**src/rtl/clkdiv_pkg.sv**
```systemverilog
package clkdiv_pkg;
    typedef enum logic [0:0] {
        ST_FULL = 1'b0,
        ST_DIV  = 1'b1
    } div_state_e;

    typedef struct packed {
        logic       en;
        logic [6:0] code;
    } ctrl_word_t;
endpackage

```
**src/rtl/clkdiv_ctrl_reg.sv**
```systemverilog
module clkdiv_ctrl_reg #(
    parameter int CODE_W = 7
) (
    input  logic              clk,
    input  logic              rst_n,
    input  logic              wr_en,
    input  logic [CODE_W:0]   wr_data,
    output logic              en_q,
    output logic [CODE_W-1:0] code_q,
    output logic              load_evt,
    output logic              stop_evt
);
    localparam int EN_BIT = CODE_W;

    logic wr_set;

    // A write that sets the enable is accepted only from the disabled state.
    assign wr_set   = wr_en && wr_data[EN_BIT];
    assign load_evt = wr_set && !en_q;
    assign stop_evt = wr_en && !wr_data[EN_BIT];

    always_ff @(posedge clk or negedge rst_n) begin
        if (!rst_n) begin
            en_q   <= 1'b0;
            code_q <= '0;
        end else if (load_evt) begin
            en_q   <= 1'b1;
            code_q <= wr_data[CODE_W-1:0];
        end else if (stop_evt) begin
            en_q   <= 1'b0;
        end
    end
endmodule

```
**src/rtl/clkdiv_limit.sv**
```systemverilog
module clkdiv_limit #(
    parameter int CODE_W = 7,
    parameter int CNT_W  = 8
) (
    input  logic [CODE_W-1:0] code,
    output logic [CNT_W-1:0]  last
);
    localparam int TOP = 1 << CODE_W;

    // The factor is TOP + 1 - code, so the wrap value is TOP - code.
    always_comb begin
        last = CNT_W'(TOP) - CNT_W'(code);
    end
endmodule

```
**src/rtl/clkdiv_fsm.sv**
```systemverilog
module clkdiv_fsm
    import clkdiv_pkg::*;
#(
    parameter int CNT_W = 8
) (
    input  logic             clk,
    input  logic             rst_n,
    input  logic             load_evt,
    input  logic             stop_evt,
    input  logic [CNT_W-1:0] last,
    output logic             tick_en
);
    div_state_e       state_q, state_d;
    logic [CNT_W-1:0] cnt_q, cnt_d;
    logic             at_wrap;

    assign at_wrap = (cnt_q == last);

    always_comb begin
        state_d = state_q;
        cnt_d   = cnt_q;
        unique case (state_q)
            ST_FULL: begin
                cnt_d = '0;
                if (load_evt) begin
                    state_d = ST_DIV;
                end
            end
            ST_DIV: begin
                if (stop_evt) begin
                    state_d = ST_FULL;
                    cnt_d   = '0;
                end else begin
                    cnt_d = at_wrap ? '0 : cnt_q + 1'b1;
                end
            end
            default: begin
                state_d = ST_FULL;
                cnt_d   = '0;
            end
        endcase
    end

    always_ff @(posedge clk or negedge rst_n) begin
        if (!rst_n) begin
            state_q <= ST_FULL;
            cnt_q   <= '0;
        end else begin
            state_q <= state_d;
            cnt_q   <= cnt_d;
        end
    end

    always_comb begin
        unique case (state_q)
            ST_FULL: tick_en = 1'b1;
            ST_DIV:  tick_en = at_wrap;
            default: tick_en = 1'b1;
        endcase
    end
endmodule

```
**src/rtl/clkdiv_top.sv**
```systemverilog
module clkdiv_top #(
    parameter int CODE_W = 7
) (
    input  logic            clk,
    input  logic            rst_n,
    input  logic            wr_en,
    input  logic [CODE_W:0] wr_data,
    output logic [CODE_W:0] rd_data,
    output logic            tick_en
);
    localparam int MAX_FACTOR = (1 << CODE_W) + 1;
    localparam int CNT_W      = $clog2(MAX_FACTOR);

    logic              en_q;
    logic [CODE_W-1:0] code_q;
    logic              load_evt;
    logic              stop_evt;
    logic [CNT_W-1:0]  last;

    clkdiv_ctrl_reg #(.CODE_W(CODE_W)) reg_i (
        .clk      (clk),
        .rst_n    (rst_n),
        .wr_en    (wr_en),
        .wr_data  (wr_data),
        .en_q     (en_q),
        .code_q   (code_q),
        .load_evt (load_evt),
        .stop_evt (stop_evt)
    );

    clkdiv_limit #(.CODE_W(CODE_W), .CNT_W(CNT_W)) lim_i (
        .code (code_q),
        .last (last)
    );

    clkdiv_fsm #(.CNT_W(CNT_W)) fsm_i (
        .clk      (clk),
        .rst_n    (rst_n),
        .load_evt (load_evt),
        .stop_evt (stop_evt),
        .last     (last),
        .tick_en  (tick_en)
    );

    assign rd_data = {en_q, code_q};
endmodule

```
**config.mk**
```make
export PLATFORM = sky130hd
export DESIGN_NAME = clkdiv_top
export DESIGN_NICKNAME = d
export VERILOG_FILES = /design/src/rtl/clkdiv_pkg.sv /design/src/rtl/clkdiv_ctrl_reg.sv /design/src/rtl/clkdiv_limit.sv /design/src/rtl/clkdiv_fsm.sv /design/src/rtl/clkdiv_top.sv
export SDC_FILE = /design/constraint.sdc
export NUM_CORES = 1
export LEC_CHECK = 0
export BUFFER_PORTS_ARGS = -buffer_cell sky130_fd_sc_hd__buf_2
export CAP_MARGIN = 20
export CORE_MARGIN = 2
export CORE_UTILIZATION = 50
export CTS_BUF_LIST = sky130_fd_sc_hd__clkbuf_16
export CTS_CLUSTER_DIAMETER = 80
export DETAILED_ROUTE_END_ITERATION = 10
export PLACE_DENSITY = 0.74
export SYNTH_ARGS = -nofsm -noshare
export SYNTH_HDL_FRONTEND = slang
export SYNTH_HIERARCHICAL = 1
export SYNTH_SLANG_ARGS = --single-unit
```
**constraint.sdc**
```tcl
create_clock -name clk -period 2.8 [get_ports clk]
set_input_delay 0.28 -clock clk [delete_from_list [all_inputs] [get_ports clk]]
set_output_delay 0.28 -clock clk [all_outputs]
set_load 0.05 [all_outputs]
```
==> flow_summary_export.csv <==
group,metric,value,unit
worst_setup_path,cp.arrival,2000,ps
drt,via_count,648,
synthesis,syn_inst,85,
cells_and_area,n_fill_cell,151,
cells_and_area,syn_to_final_growth,21.3,%
timing,worst_pin_slew,382,ps
timing,clock_skew,2.72,ps
placement,io_buffers,19,
timing,slew_violations,0,
timing,fin_crit_sh,81.5,%
power_and_ir_drop,vdd_drop_max,471,uV
cts,post_cts.repair.setup_buffers,0,
cells_and_area,final_common_cell,"buf_2",
cts,cts_buffers,3,
worst_setup_path,rr_worst_depth,8,
worst_setup_path,end_kind,"primary output",
worst_setup_path,cp_max_fo,5,
timing,grt_setup_unrepaired,"false",
floorplanning,core_area,1750,um^2
run,drv_cap,0,
floorplanning,die-width,47.4,um
timing,setup_viol,0,
synthesis,yosysSeqAreaShare,45.3,%
worst_setup_path,r2r_start,"reg_i/code_q[0]$_DFFE_PN0P_",
drt,drt-initial-drc-count,5,
global_route,grt_util_all_layers,17.8,%
timing,finalWorstPathRequiredPeriod,2280,ps
hold_path,hold_class,"input port to register",
synthesis,yosys_register_bits,17,
drt,wl_per_cell,12.7,um
timing,hold_viol_final,0,
timing,max_slew_margin,74.5,%
drt,drt-total-wl,1.67,mm
cells_and_area,drive_above_1_share,33.6,%
floorplanning,io_pins,20,
floorplanning,placementRows,15,
worst_setup_path,cp_common_cell,"xor2_1",
floorplanning,initial_core_util,53.8,%
drt,route.detailed.drc,0,
timing,fin_setup_tns,0,ps
cts,clkLatencyLatePin,250,ps
outcome,status,"completed",
power_and_ir_drop,pwr_density_cell,771,nW/um^2
placement,hpwlAfterDp,1.22,mm
worst_setup_path,crit_path_max_incr_delay,430,ps
synthesis,syn_avg_cell_area,11.1,um^2
placement,routabilityCongestion,0.784,
global_route,antenna_found_initial,0,
cts,cts_root_buf,"clkbuf_16",
cts,cts_tree,"built",
drt,ant_nets,0,
synthesis,synth_area,940,um^2
cells_and_area,antenna_cells,0,
cts,htree_num_levels,1,
timing,fmax,438,MHz
synthesis,yosysWarningCount,6,
worst_setup_path,start_kind,"register",
cells_and_area,final_core_util,65.3,%
cells_and_area,layout.nets,121,
floorplanning,die_h,47.4,um
cts,cts_sinks,17,
global_route,grt_max_degree,18,
worst_setup_path,worstPathCellList,"inv_1 > ha_1 > nand3b_1 > xor2_1 > xor2_1 > nor2_1 > nand4_1 > nand2_1 > buf_2",
drt,drt-vias-per-instance,4.91,
cts,clk_pin_slew,50,ps
global_route,grt_pass1_vias,604,
hold_path,min-delay-start,"wr_data[0]",
global_route,overflow,0,
synthesis,synthDistinctLibCells,22,
global_route,grt_pass1_wl,2.62,mm
timing,whs,268,ps
drt,dr.pass1.iters,4,
worst_setup_path,crit_required,2520,ps
hold_path,whs_path_depth,2,
floorplanning,die_area,2240,um^2
worst_setup_path,crit_start,"reg_i/code_q[0]$_DFFE_PN0P_",
cells_and_area,mostFrequentLayoutCells,"buf_2 (19), dfrtp_1 (17), xor2_1 (15)",
worst_setup_path,worst_path_max_delay_cell,"dfrtp_1",
synthesis,synth_nets,98,
worst_setup_path,crit_type,"register to primary output",
power_and_ir_drop,cellLeakagePower,0.560,nW
cts,clk_path_buf_depth,2,
-- worst paths after layout --
kind / end / slack (ps)
worst max-delay path: tick_en / 520
worst min-delay path: reg_i/code_q[0]$_DFFE_PN0P_ / 270
worst max register to register: fsm_i/cnt_q[6]$_DFF_PN0_ / 1000
worst min register to register: fsm_i/cnt_q[0]$_DFF_PN0_ / 490
max in group asynchronous: reg_i/code_q[2]$_DFFE_PN0P_ / 2040
min in group asynchronous: fsm_i/state_q$_DFF_PN0_ / 490
-- power by group --
group	internal [mW]	leakage, nW	switching [mW]
Sequential	0.276	0.218	0.0382
Combinational	0.0973	0.300	0.187
Clock	0.189	0.0423	0.0907
-- routing by layer --
metal	track usage, %	up-vias	share of wire [%]
met2	27.8	13	49
met5	0	-	0
met4	13.3	0	3.1
li1	-	324	-
met1	21.6	306	44
met3	3.46	5	3.8
-- repair_timing --
| item | 4_1_cts | 5_1_grt |
|---|---|---|
| endpoints found under the setup margin | 0 | 0 |
| resized for setup | 0 | 0 |
| endpoints found under the hold margin | 17 | 0 |
| hold buffers | 1 | 0 |
-- critical path: cells and delay by family (launching register included) --
family / cells / cell delay [ps]
XOR/XNOR: 2 / 300
adder cells (fa/ha/maj): 1 / 210
buffers and inverters: 2 / 360
flip-flops: 1 / 430
AND/OR/NAND/NOR: 4 / 460
-- cells by family after synthesis --
logic type,share of synthesized area (%)
buffers and inverters,3.59
adder cells (fa/ha/maj),2.66
AND/OR/NAND/NOR,18.4
flip-flops,45.3
AO/OA/AOI/OAI,2.80
multiplexers,9.59
XOR/XNOR,17.7
-- synthesized netlist by cell type (all sizes together) --
| cell type | number | area share [%] |
|---|---|---|
| dfrtp | 17 | 45 |
| xor2 | 15 | 14 |
| nor2 | 13 | 5.2 |
| mux2 | 8 | 9.6 |
| inv | 5 | 2.0 |
| nand3 | 5 | 3.2 |
| xnor2 | 4 | 3.7 |
| nor3 | 3 | 2.7 |
| and3 | 2 | 1.5 |
| buf | 2 | 1.6 |
| ha | 2 | 2.7 |
| nand2 | 2 | 0.80 |
| nand3b | 2 | 2.9 |
| a41o | 1 | 2.3 |
| nand4 | 1 | 0.67 |
| nor2b | 1 | 0.67 |
| o21ai | 1 | 0.53 |
| or2b | 1 | 0.80 |
-- registers in the layout, summed over array words and instances, names as in the netlist --
signal / cells
reg_i/code_q: 7
fsm_i/state_q: 1
fsm_i/cnt_q: 8
reg_i/en_q: 1
-- through the flow --
stage	total power, mW	worst slack, ps	std cells	instance area, um^2
after global routing	0.925	360	132	1140
after CTS	0.886	517	132	1140
after global placement	0.597	798	127	1050
after floorplan	0.542	524	85	940
after detailed placement	0.603	780	127	1050
final	0.879	517	132	1140
-- layout make-up --
type	instances	area [um^2]	share of cell area, %
Clock buffer	3	75.1	6.59
Clock inverter	1	3.75	0.329
Inverter	5	18.8	1.65
Multi-Input combinational cell	61	480	42.2
Sequential cell	17	425	37.3
Tap cell	25	31.3	2.74
Timing Repair Buffer	20	105	9.22
(Power assumes the default switching activity.)
